File: src/rtl/irq_ctrl_pkg.sv
package irq_ctrl_pkg;
  localparam int DATA_W = 8;
  localparam int INIT_FLAG_BIT = 4;
  localparam int WANT_MODE_BIT = 0;
  localparam logic [DATA_W-1:0] EOI_CMD = 8'h20;

  typedef enum logic [2:0] {
    SEQ_IDLE,
    SEQ_BASE,
    SEQ_CASC,
    SEQ_MODE,
    SEQ_RUN
  } seq_state_e;

  function automatic logic [DATA_W-1:0] vector_for(input logic [DATA_W-1:0] base,
                                                   input logic [DATA_W-1:0] line);
    return base + line;
  endfunction
endpackage

File: src/rtl/irq_init_seq.sv
module irq_init_seq
  import irq_ctrl_pkg::*;
(
  input  logic              clk,
  input  logic              rst,
  input  logic              cmd_wr,
  input  logic              data_wr,
  input  logic [DATA_W-1:0] wdata,
  output logic              restart,
  output logic              mask_wr,
  output logic              running,
  output logic [DATA_W-1:0] base_q,
  output logic [DATA_W-1:0] casc_q
);
  seq_state_e st_q;
  logic       want_mode_q;

  assign restart = cmd_wr && wdata[INIT_FLAG_BIT];
  assign running = (st_q == SEQ_RUN);
  assign mask_wr = data_wr && running;

  always_ff @(posedge clk) begin
    if (rst) begin
      st_q        <= SEQ_IDLE;
      want_mode_q <= 1'b0;
      base_q      <= '0;
      casc_q      <= '0;
    end else if (restart) begin
      st_q        <= SEQ_BASE;
      want_mode_q <= wdata[WANT_MODE_BIT];
    end else if (data_wr) begin
      case (st_q)
        SEQ_BASE: begin
          base_q <= wdata;
          st_q   <= SEQ_CASC;
        end
        SEQ_CASC: begin
          casc_q <= wdata;
          st_q   <= want_mode_q ? SEQ_MODE : SEQ_RUN;
        end
        SEQ_MODE: st_q <= SEQ_RUN;
        default:  st_q <= st_q;
      endcase
    end
  end

  AST_RESTART_TO_BASE: assert property (@(posedge clk) disable iff (rst)
    $past(restart) |-> st_q == SEQ_BASE);
endmodule

File: src/rtl/irq_prio_resolve.sv
module irq_prio_resolve #(
  parameter int NLINES = 8,
  parameter int IDXW   = 3
) (
  input  logic [NLINES-1:0] req,
  input  logic [NLINES-1:0] mask,
  input  logic [NLINES-1:0] isr,
  output logic              fire,
  output logic [IDXW-1:0]   win_idx,
  output logic              srv_any,
  output logic [IDXW-1:0]   srv_idx
);
  function automatic logic [IDXW-1:0] best_line(input logic [NLINES-1:0] v);
    logic [IDXW-1:0] r;
    r = '0;
    for (int i = NLINES - 1; i >= 0; i--) begin
      if (v[i]) r = IDXW'(i);
    end
    return r;
  endfunction

  logic [NLINES-1:0] elig;
  logic              elig_any;

  assign elig     = req & ~mask;
  assign elig_any = |elig;
  assign win_idx  = best_line(elig);
  assign srv_any  = |isr;
  assign srv_idx  = best_line(isr);
  assign fire     = elig_any && (!srv_any || (win_idx < srv_idx));
endmodule

File: src/rtl/irq_prio_ctrl.sv
module irq_prio_ctrl
  import irq_ctrl_pkg::*;
#(
  parameter int NLINES = 8,
  localparam int IDXW  = $clog2(NLINES)
) (
  input  logic              clk,
  input  logic              rst,
  input  logic              is_master,
  input  logic              bus_wr,
  input  logic              bus_addr,
  input  logic [DATA_W-1:0] bus_wdata,
  input  logic [NLINES-1:0] irq_in,
  input  logic              ack,
  input  logic [IDXW-1:0]   cas_in,
  output logic              int_out,
  output logic              vec_valid,
  output logic [DATA_W-1:0] vec_out,
  output logic              cas_valid,
  output logic [IDXW-1:0]   cas_out
);
  localparam logic [NLINES-1:0] ONE_HOT0 = NLINES'(1);

  logic              cmd_wr, data_wr, restart, mask_wr, running;
  logic [DATA_W-1:0] base_q, casc_q;
  logic [NLINES-1:0] irq_d, req_q, isr_q, mask_q;
  logic              fire, srv_any;
  logic [IDXW-1:0]   win_idx, srv_idx;

  // Named events used by the datapath and the assertions
  logic              eoi_evt, selected, take, to_slave;
  logic [NLINES-1:0] rise, win_oh, eoi_oh;

  assign cmd_wr  = bus_wr && !bus_addr;
  assign data_wr = bus_wr && bus_addr;

  irq_init_seq u_seq (
    .clk     (clk),
    .rst     (rst),
    .cmd_wr  (cmd_wr),
    .data_wr (data_wr),
    .wdata   (bus_wdata),
    .restart (restart),
    .mask_wr (mask_wr),
    .running (running),
    .base_q  (base_q),
    .casc_q  (casc_q)
  );

  irq_prio_resolve #(.NLINES(NLINES), .IDXW(IDXW)) u_res (
    .req     (req_q),
    .mask    (mask_q),
    .isr     (isr_q),
    .fire    (fire),
    .win_idx (win_idx),
    .srv_any (srv_any),
    .srv_idx (srv_idx)
  );

  assign int_out  = fire;
  assign rise     = irq_in & ~irq_d;
  assign eoi_evt  = cmd_wr && (bus_wdata == EOI_CMD);
  assign selected = is_master || (cas_in == casc_q[IDXW-1:0]);
  assign take     = ack && fire && selected;
  assign to_slave = is_master && casc_q[win_idx];
  assign win_oh   = take ? (ONE_HOT0 << win_idx) : '0;
  assign eoi_oh   = (eoi_evt && srv_any) ? (ONE_HOT0 << srv_idx) : '0;

  always_ff @(posedge clk) begin
    if (rst) begin
      irq_d     <= '0;
      req_q     <= '0;
      isr_q     <= '0;
      mask_q    <= '1;
      vec_valid <= 1'b0;
      vec_out   <= '0;
      cas_valid <= 1'b0;
      cas_out   <= '0;
    end else begin
      irq_d     <= irq_in;
      vec_valid <= 1'b0;
      cas_valid <= 1'b0;
      if (restart) begin
        req_q  <= '0;
        isr_q  <= '0;
        mask_q <= '1;
      end else begin
        if (mask_wr) mask_q <= bus_wdata[NLINES-1:0];
        req_q <= (req_q & ~win_oh) | rise;
        isr_q <= (isr_q | win_oh) & ~eoi_oh;
        if (take) begin
          if (to_slave) begin
            cas_valid <= 1'b1;
            cas_out   <= win_idx;
          end else begin
            vec_valid <= 1'b1;
            vec_out   <= vector_for(base_q, DATA_W'(win_idx));
          end
        end
      end
    end
  end

  AST_INT_HAS_SOURCE: assert property (@(posedge clk) disable iff (rst)
    int_out |-> |(req_q & ~mask_q));
  AST_TOP_SERVICE_BLOCKS: assert property (@(posedge clk) disable iff (rst)
    isr_q[0] |-> !int_out);
  AST_MASK_LOCKED: assert property (@(posedge clk) disable iff (rst)
    !$past(running) |-> mask_q == '1);
  AST_VEC_FROM_ACK: assert property (@(posedge clk) disable iff (rst)
    vec_valid |-> $past(ack));
  AST_ONE_ANSWER: assert property (@(posedge clk) disable iff (rst)
    !(vec_valid && cas_valid));
  AST_SLAVE_NO_CAS: assert property (@(posedge clk) disable iff (rst)
    cas_valid |-> $past(is_master));
  AST_EOI_DROPS: assert property (@(posedge clk) disable iff (rst)
    (eoi_evt && srv_any) |=> !isr_q[$past(srv_idx)]);
endmodule

File: config.mk
export PLATFORM = sky130hd
export DESIGN_NAME = irq_prio_ctrl
export DESIGN_NICKNAME = d
export VERILOG_FILES = /design/src/rtl/irq_ctrl_pkg.sv /design/src/rtl/irq_init_seq.sv /design/src/rtl/irq_prio_resolve.sv /design/src/rtl/irq_prio_ctrl.sv
export SDC_FILE = /design/constraint.sdc
export NUM_CORES = 1
export LEC_CHECK = 0
export BUFFER_PORTS_ARGS = -buffer_cell sky130_fd_sc_hd__buf_2
export CAP_MARGIN = 15
export CORE_ASPECT_RATIO = 0.9
export CORE_UTILIZATION = 40
export DETAILED_ROUTE_END_ITERATION = 8
export GPL_TIMING_DRIVEN = 0
export PLACE_DENSITY_LB_ADDON = 0.12
export REMOVE_ABC_BUFFERS = 1
export SKIP_LAST_GASP = 1
export SYNTH_ARGS = -nofsm -noshare
export SYNTH_HDL_FRONTEND = slang
export SYNTH_SLANG_ARGS = --single-unit
File: constraint.sdc
create_clock -name clk -period 3.55 [get_ports clk]
set_input_delay 0.1775 -clock clk [delete_from_list [all_inputs] [get_ports clk]]
set_output_delay 0.1775 -clock clk [all_outputs]
set_load 0.05 [all_outputs]
# Word level (Yosys, flattened, before mapping)
# Cells that the tools add are included.
[op_classes] n_eq_ne=6 add_sub_neg=1 div_mod_pow=0 n_shift=2 magnitude_cmp=2 bitwise_logic=13 n_mul=0 reduce_logical=27 muxes=26
[ops] cell="3-bit two-way mux" n=17
[ops] cell="8-bit AND" n=4
[ops] cell="8-bit inverter" n=4
[ops] cell="8-bit two-way mux" n=2
[ops] cell="8-bit OR" n=2
[ops] cell="8-bit OR reduction" n=2
[ops] cell="1-bit by 3-bit left shift with 8-bit output (first input constant)" n=2
[ops] cell="3-bit AND reduction" n=4
[ops] cell="1-bit logical AND" n=10
[ops] cell="3-bit one-hot mux with 3 select lines" n=1
[ops] cell="8-bit by 3-bit adder with 8-bit output" n=1
[ops] cell="8-bit by 6-bit == test with 1-bit output (second input constant)" n=1
[ops] cell="3-bit by 2-bit == test with 1-bit output (second input constant)" n=2
[ops] cell="1-bit two-way mux" n=5
[ops] cell="3-bit by 4-bit < comparator with 1-bit output (second input constant)" n=1
[ops] cell="2-bit AND reduction" n=2
[ops] cell="4-bit nonzero test" n=1
[ops] cell="1-bit binary-select mux with 3-bit select" n=1
[ops] cell="3-bit by 1-bit == test with 1-bit output (second input constant)" n=1
[ops] cell="3-bit == test" n=1
[ops] cell="3-bit == test (second input constant)" n=1
[ops] cell="3-bit < comparator" n=1
[ops] cell="1-bit inverter" n=3
[ops] cell="3-bit nonzero test" n=1
[ops] cell="5 further kinds" n=7
[totals] in_bits=25 rom_bits=0 elab_cells=90 latchBits=0 memories=0 out_inout_bits=14 reg_bits=65 ramBits=0

# Logic depth before layout (Yosys ltp)
# Gate-level depths: netlist of the first run.
[depth] depth_word=19 ltp_mapped=12 mapped_depth_nobuf=11

# Modules after synthesis
# From an unflattened synthesis of the first run, not the netlist that was laid out.
[unflattened] hier_cells=336 area_unflattened_um2=3204.3
[by_module_without_submodules] module="irq_prio_ctrl" instances=1 area_each_um2=2019.4 seq_area_each_um2=900.9 cells_each=204
[by_module_without_submodules] module="irq_init_seq" instances=1 area_each_um2=873.3 seq_area_each_um2=400.4 cells_each=86
[by_module_without_submodules] module="irq_prio_resolve" instances=1 area_each_um2=311.5 seq_area_each_um2=0.0 cells_each=46

# Least setup slack after synthesis of the first run
# Ideal clock, no wire load.
[synth_path] path_kind="register -> register" start="register mask_q[1]" end="register vec_out[4]" arrival_ns=2.687 required_time_ns=3.415 setup_slack_ns=0.728 path_buffers=0 stages_incl_launch_ff=11 path_cell_list="dfxtp_1 and2b_1 a2111oi_4 a21boi_4 ha_1 a21o_1 a21oi_2 a21oi_2 or4_4 nor2_4 a211oi_1"
[synth_between] elab_chain_cells=10 word_cells_on_any_way=16 cone_classes="add/sub (1); order compare (1); mux (4); bitwise (3); reduce/logical (7)"
[synth_lines] item="start, declared" line="irq_prio_ctrl.sv:26" source="logic [NLINES-1:0] irq_d, req_q, isr_q, mask_q;"
[synth_lines] item="start signal, assigned" line="irq_prio_ctrl.sv:88" source="if (mask_wr) mask_q <= bus_wdata[NLINES-1:0];"
[synth_lines] item="8-bit inverter (*)" line="irq_prio_resolve.sv:25" source="assign elig = req & ~mask;"
[synth_lines] item="8-bit AND (*)" line="irq_prio_resolve.sv:25"
[synth_lines] item="3-bit two-way mux (*) (2 in a row)" line="irq_prio_resolve.sv:17" source="if (v[i]) r = IDXW'(i);"
[synth_lines] item="via u_res.win_idx[2]" line="irq_prio_resolve.sv:9" source="output logic [IDXW-1:0] win_idx,"
[synth_lines] item="3-bit < comparator" line="irq_prio_resolve.sv:30" source="assign fire = elig_any && (!srv_any || (win_idx < srv_idx));"
[synth_lines] item="1-bit logical OR" line="irq_prio_resolve.sv:30"
[synth_lines] item="1-bit logical AND" line="irq_prio_resolve.sv:30"
[synth_lines] item="1-bit logical AND (2 in a row)" line="irq_prio_ctrl.sv:64" source="assign take = ack && fire && selected;"
[synth_lines] item="3-bit AND reduction (no line)"
[synth_lines] item="end signal, assigned" line="irq_prio_ctrl.sv:97" source="vec_out <= vector_for(base_q, DATA_W'(win_idx));"
[synth_lines] item="end, declared" line="irq_prio_ctrl.sv:18" source="output logic [DATA_W-1:0] vec_out,"
# The timed path passes the listed nets; every way through them passes the cells marked *. The select of a mux whose other input is x is not followed.
# A chain may end at the register's enable or synchronous reset.

# Worst setup path after layout of the first run
[layout_path] start="register mask_q[1]" end="register cas_out[0]"
[layout_between] elab_chain_cells=10 word_cells_on_any_way=14 cone_classes="order compare (1); mux (4); bitwise (2); reduce/logical (7)"
[layout_lines] item="8-bit inverter (*)" line="irq_prio_resolve.sv:25"
[layout_lines] item="8-bit AND (*)" line="irq_prio_resolve.sv:25"
[layout_lines] item="3-bit two-way mux (*) (2 in a row)" line="irq_prio_resolve.sv:17"
[layout_lines] item="via u_res.win_idx[2]" line="irq_prio_resolve.sv:9"
[layout_lines] item="3-bit < comparator" line="irq_prio_resolve.sv:30"
[layout_lines] item="1-bit logical OR" line="irq_prio_resolve.sv:30"
[layout_lines] item="1-bit logical AND" line="irq_prio_resolve.sv:30"
[layout_lines] item="1-bit logical AND (2 in a row)" line="irq_prio_ctrl.sv:64"
[layout_lines] item="3-bit AND reduction (no line) (*)"
[layout_lines] item="end signal, assigned" line="irq_prio_ctrl.sv:94" source="cas_out <= win_idx;"
[layout_lines] item="end, declared" line="irq_prio_ctrl.sv:20" source="output logic [IDXW-1:0] cas_out"
# Marked as above.

==> flow_metrics.tcl, run 1 <==
set metrics [dict create \
    drive_gt1_frac 0.190 \
    die-area_um2 8090 \
    p_comb_frac 0.052 \
    antenna_found_initial 0 \
    setup_viol 0 \
    synth_flop_cell "dfxtp_1" \
    final_nets 421 \
    status "finished, final reports clean" \
    numPortBuffers 38 \
    initial_utilization 0.412 \
    antenna_left 0 \
    slew_headroom 0.218 \
    clockPowerShare 0.423 \
    vdd_drop_max_v 0.000170 \
    p_leak_nw 1.41 \
    num_antenna_cells 0 \
    finalMaxSlewViolations 0 \
    worstReg2RegStart "mask_q[1]" \
    cts_buffers 9 \
    cts_buffer_depth 2 \
    fin_crit_sh 0.922 \
    cp_max_fo 12 \
    vias 2561 \
    worst_pin_slew_ps 1160 \
    ios 39 \
    synth_area_per_cell_um2 8.76 \
    dp_hpwl_um 5420 \
    cap_violations 0 \
    mostFrequentLayoutCell "dfxtp_1" \
    reg2reg_depth 10 \
    grt_overflow 0 \
    die_w_um 94.7 \
    pwr-share-seq 0.526 \
    r2r_end "cas_out[0]" \
    criticalPathCategory "register to register" \
    critPathArrivalTime_ps 3540 \
    p_per_area_nw_per_um2 403 \
    p_int_mw 1.09 \
    track_usage 0.204 \
    crit_buf_inv 0 \
    nFillCells 780 \
    netlist_area_um2 3090 \
    die_y_um 85.4 \
    p_total_mw 1.43 \
    path_cells "and2b_1 -> a2111oi_4 -> a21boi_4 -> ha_1 -> o21a_1 -> o22ai_1 -> a21oi_2 -> nor4_4 -> a21oi_1 -> a311oi_1" \
    synth_async_sr_flop_share 0 \
    cts.htree.levels 3 \
    ys_seq_area_frac 0.421 \
    first_iter_violations 55 \
    drc 0 \
    synth_xor_area_frac 0.0255 \
    cp.depth 10 \
    clock_latency_ps 350 \
    cp-end-kind "register" \
    synth-simple-area-share 0.257 \
    grt_setup_unrepaired "no" \
    num_rows 30 \
    grt_pass1_vias 2445 \
    path_delay_family "compound AO/OA/AOI/OAI gates" \
    critPathMaxStageDelay_ps 630 \
    synth_fa_ha_area_frac 0.0267 \
    critPathCapture "cas_out[0]" \
    r2r_setup_slack_ps 280 \
    tritoncts "built" \
    yosysWarningCount 0 \
    placed_cells 475 \
    root_buffer "clkbuf_8" \
    grt_pass1_wl_um 12400 \
    p_sw_mw 0.343 \
    area_growth_pct 15.0 \
    max_freq_mhz 305 \
    clkSinkCount 65 \
    hold_viol_final 0 \
    synth-edff-count 0 \
    globalplace.congestion 0.799 \
    clkTransAtPathRegs_ps 70 \
    layout.cells.non_filler 490 \
    cp_slowest_cell "nor4_4" \
    drt_first_pass_iters 4 \
    hold_slack_ps 48.5 \
    start_kind "register" \
    finalWirelength_um 7500 \
    synth.distinct_cells 58 \
    min-delay-path-class "input port to register" \
    synth_top_family_by_area "simple AND/OR/NAND/NOR gates" \
    postCtsSetupBuffers 0 \
    p_sw_frac 0.240 \
    final_cell_mix "dfxtp_1 (65), nor2_1 (45), buf_2 (38), nand2_1 (35), a21oi_1 (30)" \
    fin_skew_ps 7.67 \
    synthCells 353 \
    synth.area.mux_share 0.0518 \
    required_ps 3810 \
    wire_per_inst_um 15.3 \
    core_um2 7510 \
    finalCriticalPeriod_ps 3270 \
    via_per_inst 5.23 \
    grt_max_degree 40 \
    synth-compound-area-share 0.191 \
    startpoint "mask_q[1]" \
    ys_seq_elements 65 \
]
state kept, by name, indices dropped and copies added, names as in the netlist, 3 cells and up:
register / count
u_seq.base_q: 8
req_q: 8
u_seq.st_q: 3
mask_q: 8
u_seq.casc_q: 8
irq_d: 8
cas_out: 3
isr_q: 8
vec_out: 8
stage by stage:
| stage | setup TNS [ps] | area, µm² | util | setup WS, ps |
|---|---|---|---|---|
| floorplan | 0 | 3040 | - | 559 |
| finish | 0 | 3560 | 0.474 | 276 |
| global route | 0 | 3560 | 0.474 | 47.1 |
| CTS | 0 | 3550 | 0.473 | 46.1 |
| detailed placement | -1450 | 3360 | 0.448 | -191 |
| global placement | -1460 | 3350 | 0.446 | -190 |
worst min path at each step:
stage / start / endpoint / slack (ps) / cells past startpoint
6_report: irq_in[6] / irq_d[6] / 50 / 2
5_1_grt: irq_in[7] / irq_d[7] / 40 / 2
4_1_cts: irq_in[6] / irq_d[6] / 40 / 2
3_5_place_dp: irq_in[3] / irq_d[3] / 410 / 2
3_3_place_gp: irq_in[7] / irq_d[7] / 400 / 2
2_1_floorplan: rst / vec_out[2] / 240 / 1
layout make-up:
type                            count  area (µm²)  share of cell area
Clock buffer                        9         124              0.0348
Clock inverter                      6        60.1              0.0169
Inverter                            7        27.5             0.00774
Multi-Input combinational cell    268        1730               0.485
Sequential cell                    65        1300               0.366
Tap cell                           96         120              0.0338
Timing Repair Buffer               39         198              0.0556
synthesized netlist by cell type, types with 5 or more instances:
cell      count  area, µm²
a211oi_1      6       45.0
nand3_1      20        100
mux2i_1      16        160
nand2_1      35        131
dfxtp_1      65       1300
nor2b_1      18        113
inv_1         6       22.5
xnor2_1       5       43.8
o21ai_1       6       30.0
a21oi_1      31        155
clkbuf_1      9       33.8
o21ai_0       8       40.0
nand2b_1      9       56.3
nor2_1       45        169
ha_1          5       62.6
routing by layer:
metal,global-route usage,routed length [µm]
met1,0.295,3980
met2,0.286,3170
met3,0.0618,286
met4,0.0620,61
met5,0,0
repair_timing:
item	in CTS	in global routing
pin swaps	0	0
gates resized for setup	1	1
hold buffers	0	0
setup endpoints to repair	11	11
power by group through the flow:
stage	Clock (mW)	Combinational, mW	Sequential [mW]
2_1_floorplan	0	0.0357	0.767
3_3_place_gp	0	0.0727	0.769
3_5_place_dp	0	0.0736	0.769
4_1_cts	0.619	0.0743	0.752
5_1_grt	0.657	0.0826	0.753
6_report	0.605	0.0739	0.752
kinds of logic (layout without fill, tap and decap cells):
logic type	count (synthesis)	in the layout
AND/OR/NAND/NOR	156	156
AO/OA/AOI/OAI	81	81
flip-flops	65	65
buffers and inverters	20	61
multiplexers	16	16
XOR/XNOR	9	9
adder cells (fa/ha/maj)	6	6
(Power assumes the default switching activity.)
==> inputs of run 2 (changes only) <==
Settings changed: HOLD_SLACK_MARGIN set to 0.12.
==> run 2 against run 1 <==
Against the previous run: clock power is essentially flat; sequential share of layout area shrank 1.4 points; non-clock buffer count grew 14; global-route usage grew 0.34 points; utilization grew 1.9 points; maximum frequency grew 0.14%; clock skew is essentially flat; wire length grew 1.9%; first-iteration DRC count grew 18%; setup slack gained 4.5 ps; final cell count grew 2.9%; cell area grew 3.9%.
==> flow_metrics.tcl, run 2 (synthesis results as in run 1) <==
set metrics [dict create \
    status "finished, final reports clean" \
    required_ps 3810 \
    min-delay-path-class "input port to register" \
    min_to "mask_q[0]" \
    numPortBuffers 38 \
    start_kind "register" \
    nFillCells 768 \
    hold_viol_final 0 \
    cts_buffers 9 \
    cap_violations 0 \
    die_w_um 94.7 \
    fin_crit_sh 0.921 \
    cts.htree.levels 3 \
    area_growth_pct 19.5 \
    initial_utilization 0.412 \
    slew_headroom 0.219 \
    worst_pin_slew_ps 1150 \
    r2r_setup_slack_ps 280 \
    finalWirelength_um 7640 \
    cts_buffer_depth 2 \
    r2r_end "cas_out[0]" \
    antenna_left 0 \
    dp_hpwl_um 5420 \
    reg2reg_depth 10 \
    grt_max_degree 40 \
    mostFrequentLayoutCell "dfxtp_1" \
    min_from "bus_wdata[0]" \
    multiInputGateArea_um2 1730 \
    p_leak_nw 1.47 \
    num_antenna_cells 0 \
    setup_viol 0 \
    first_iter_violations 65 \
    final_nets 435 \
    via_per_inst 5.20 \
    hold_path_depth 3 \
    tritoncts "built" \
    core_um2 7510 \
    die-area_um2 8090 \
    die_y_um 85.4 \
    grt_setup_unrepaired "no" \
    drc 0 \
    clock_latency_ps 350 \
    dpl_worst_slack_ps -191 \
    track_usage 0.207 \
    drt_first_pass_iters 4 \
    drive_gt1_frac 0.184 \
    finalMaxSlewViolations 0 \
    ios 39 \
    globalplace.congestion 0.799 \
    startpoint "mask_q[1]" \
    criticalPathCategory "register to register" \
    p_per_area_nw_per_um2 390 \
    max_freq_mhz 306 \
    clkSinkCount 65 \
    ff_latch_area_um2 1300 \
    cp-end-kind "register" \
    worst_slack_ps 281 \
    vias 2623 \
    fin_skew_ps 7.48 \
    grt_pass1_vias 2509 \
    vdd_drop_max_v 0.000170 \
    critPathArrivalTime_ps 3530 \
    cp_max_fo 12 \
    post_dp_cell_area_um2 3360 \
    num_rows 30 \
    root_buffer "clkbuf_8" \
    design_area_um2 3700 \
    grt_pass1_wl_um 12600 \
    wire_per_inst_um 15.2 \
    final_cell_mix "dfxtp_1 (65), nor2_1 (45), buf_2 (38), nand2_1 (35), a21oi_1 (30)" \
    hold_slack_ps 140 \
    clkTransAtPathRegs_ps 70 \
    worstReg2RegStart "mask_q[1]" \
    finalCriticalPeriod_ps 3270 \
    grt_overflow 0 \
    antenna_found_initial 0 \
]
==> run 2: changes by cell type in the layout (fill, tap and decap cells not counted) <==
cell,previous run,this run
dlygate4sd3_1,0,14
==> run 2: power by group <==
part | internal [mW] | switching, mW
logic | 0.0390 | 0.0470
clock network | 0.316 | 0.286
registers | 0.743 | 0.00901
==> run 2: worst max path at each step <==
stage	endpoint	cells past startpoint
3_3_place_gp	cas_out[0]	10
5_1_grt	cas_out[0]	10
2_1_floorplan	cas_out[0]	10
6_report	cas_out[0]	10
4_1_cts	cas_out[0]	10
3_5_place_dp	cas_out[0]	10
==> run 2: metrics by stage <==
step / utilization / power (mW) / setup TNS [ps] / instances
detailed placement: 0.448 / 0.843 / -1450 / 475
finish: 0.492 / 1.44 / 0 / 504
floorplan: - / 0.802 / 0 / 340
CTS: 0.492 / 1.46 / 0 / 504
global placement: 0.446 / 0.841 / -1460 / 474
global route: 0.492 / 1.51 / 0 / 504
==> run 2: layout make-up <==
cell class | count | area share
clock inverter | 6 | 0.0162
tap | 96 | 0.0325
timing repair buffer | 53 | 0.0914
inverter | 7 | 0.00745
clock buffer | 9 | 0.0335
sequential | 65 | 0.352
multi-input combinational | 268 | 0.467
==> run 2: what timing repair did <==
action | CTS | global route
hold endpoints to repair | 15 | 0
setup endpoints to repair | 11 | 11
resized for setup | 1 | 1
pin swaps | 0 | 0
hold buffers | 14 | 0
buffers inserted | 0 | 0
==> run 2: worst max-delay path, stage by stage, from the launching register on <==
cell,delay [ps]
dfxtp_1,340
and2b_1,220
a2111oi_4,460
a21boi_4,380
ha_1,300
o21a_1,110
o22ai_1,240
a21oi_2,110
nor4_4,630
a21oi_1,130
a311oi_1,250
==> run 2: routing by layer <==
layer	vias to the layer above	routed length (µm)	global-route usage
met5	-	0	0
met4	0	66	0.0620
met3	7	310	0.0618
met2	52	3280	0.297
met1	1223	3990	0.296
li1	1341	-	-
==> inputs of run 3 (changes only) <==
Settings changed: RECOVER_POWER set to 100.
==> run 3 against run 2 <==
Against the previous run: global-route usage is the same; wire length is essentially flat; sequential share of layout area grew 0.26 points; the run now ends with capacitance limit, slew limit left; sequential power is essentially flat; largest power group unchanged; utilization shrank 0.37 points; clock power is essentially flat; highest routed layer unchanged; critical endpoint unchanged; cell area shrank 0.74%; via count grew 0.34%; setup slack lost 26 ps; flip-flop and latch count is the same; maximum frequency shrank 0.78%; combinational power shrank 0.6%.
==> flow_metrics.tcl, run 3 (synthesis results as in run 1) <==
set metrics [dict create \
    status "finished, violations left" \
    violations "capacitance limit, slew limit" \
    p_per_area_nw_per_um2 392 \
    worst_pin_slew_ps 1910 \
    clkSinkCount 65 \
    root_buffer "clkbuf_8" \
    min_from "bus_wdata[0]" \
    globalplace.congestion 0.799 \
    p_leak_nw 1.40 \
    core_um2 7510 \
    grt_max_degree 40 \
    min-delay-path-class "input port to register" \
    layout.cells.non_filler 504 \
    clkTransAtPathRegs_ps 70 \
    final_cell_mix "dfxtp_1 (65), nor2_1 (45), nand2_1 (35), a21oi_1 (30), buf_2 (23)" \
    dp_hpwl_um 5420 \
    crit_buf_inv 0 \
    final_core_util 0.489 \
    required_ps 3790 \
    setup_viol 0 \
    r2r_end "cas_out[0]" \
    die-area_um2 8090 \
    area_growth_pct 18.6 \
    antenna_found_initial 0 \
    numPortBuffers 38 \
    vdd_drop_max_v 0.000170 \
    design_area_um2 3670 \
    p_total_mw 1.44 \
    worst_slack_ps 255 \
    grt_pass1_wl_um 12600 \
    fin_skew_ps 7.08 \
    grt_setup_unrepaired "no" \
    cts_buffer_depth 2 \
    antenna_left 0 \
    drc 0 \
    path_delay_family "compound AO/OA/AOI/OAI gates" \
    slew_headroom -0.272 \
    final_nets 435 \
    placed_cells 475 \
    num_antenna_cells 0 \
    tritoncts "built" \
    cts_buffers 9 \
    path_cells "and2b_1 -> a2111oi_4 -> a21boi_4 -> ha_1 -> o21a_1 -> o22ai_1 -> a21oi_2 -> nor4_4 -> a21oi_1 -> a311oi_1" \
    max_freq_mhz 303 \
    hold_path_depth 3 \
    grt_overflow 0 \
    clock_latency_ps 350 \
    track_usage 0.207 \
    cap_violations 1 \
    cp_max_fo 12 \
    first_iter_violations 72 \
    criticalPathCategory "register to register" \
    worstReg2RegStart "mask_q[1]" \
    via_per_inst 5.22 \
    cp_slowest_cell "nor4_4" \
    fin_crit_sh 0.928 \
    critPathArrivalTime_ps 3530 \
    cp-end-kind "register" \
    wire_per_inst_um 15.2 \
    dpl_worst_slack_ps -191 \
    post_dp_cell_area_um2 3360 \
    start_kind "register" \
    critPathMaxStageDelay_ps 630 \
    num_rows 30 \
    finalMaxSlewViolations 40 \
    finalWirelength_um 7640 \
    drive_gt1_frac 0.145 \
    hold_viol_final 0 \
    vias 2632 \
    grt_pass1_vias 2509 \
    ios 39 \
    mostFrequentLayoutCell "dfxtp_1" \
    finalCriticalPeriod_ps 3300 \
    cts.htree.levels 3 \
    drt_first_pass_iters 4 \
    r2r_setup_slack_ps 250 \
    initial_utilization 0.412 \
    die_y_um 85.4 \
    min_to "mask_q[0]" \
    die_w_um 94.7 \
    reg2reg_depth 10 \
]
-- run 3: cell types whose count changed in the layout (fill, tap and decap cells not counted) --
| cell | change |
|---|---|
| nor4b_2 | -1 |
| nor4b_1 | +1 |
| o21ai_0 | +2 |
| clkbuf_1 | +15 |
| buf_2 | -15 |
| and2_0 | +2 |
| buf_4 | -1 |
| and2_1 | -2 |
| o21ai_1 | -2 |
| clkbuf_2 | +1 |
-- run 3: layer usage --
metal / global-route usage / up-vias / wire [µm]
li1: - / 1341 / -
met1: 0.296 / 1227 / 3900
met2: 0.297 / 59 / 3290
met3: 0.0618 / 5 / 398
met4: 0.0620 / 0 / 56
met5: 0 / - / 0
-- run 3: metrics by stage --
stage	TNS, ps	hold slack (ps)
5_1_grt	0	149
4_1_cts	0	121
2_1_floorplan	0	242
3_3_place_gp	-1460	400
3_5_place_dp	-1450	405
6_report	0	137
-- run 3: worst register-to-register path, stage by stage, from the launching register on --
cell and delay (ps):
dfxtp_1 340, and2b_1 220, a2111oi_4 460, a21boi_4 380, ha_1 300, o21a_1 110, o22ai_1 240, a21oi_2 110
nor4_4 640, a21oi_1 130, a311oi_1 250
-- run 3: layout make-up --
type / instances / area [µm²]
Multi-Input combinational cell: 268 / 1720
Tap cell: 96 / 120
Fill cell: 776 / 3840
Clock inverter: 6 / 60.1
Clock buffer: 9 / 124
Timing Repair Buffer: 53 / 317
Inverter: 7 / 27.5
Sequential cell: 65 / 1300
-- run 3: worst max-delay path by stage --
stage / start / to / cells after the start
after global placement: req_q[6] / cas_out[0] / 10
after detailed placement: req_q[6] / cas_out[0] / 10
after global routing: mask_q[1] / cas_out[0] / 10
after CTS: req_q[6] / cas_out[0] / 10
after floorplan: mask_q[1] / cas_out[0] / 10
final: mask_q[1] / cas_out[0] / 10
-- run 3: report_power, final --
group	switching, mW	internal, mW
Combinational	0.0468	0.0387
Clock	0.284	0.316
Sequential	0.00896	0.744
-- run 3: what timing repair did --
| action | in CTS | in global routing |
|---|---|---|
| setup endpoints to repair | 11 | 11 |
| hold buffers | 14 | 0 |
| buffers inserted | 0 | 0 |
| pin swaps | 0 | 0 |
| resized for setup | 1 | 1 |
| endpoints found under the hold margin | 15 | 0 |
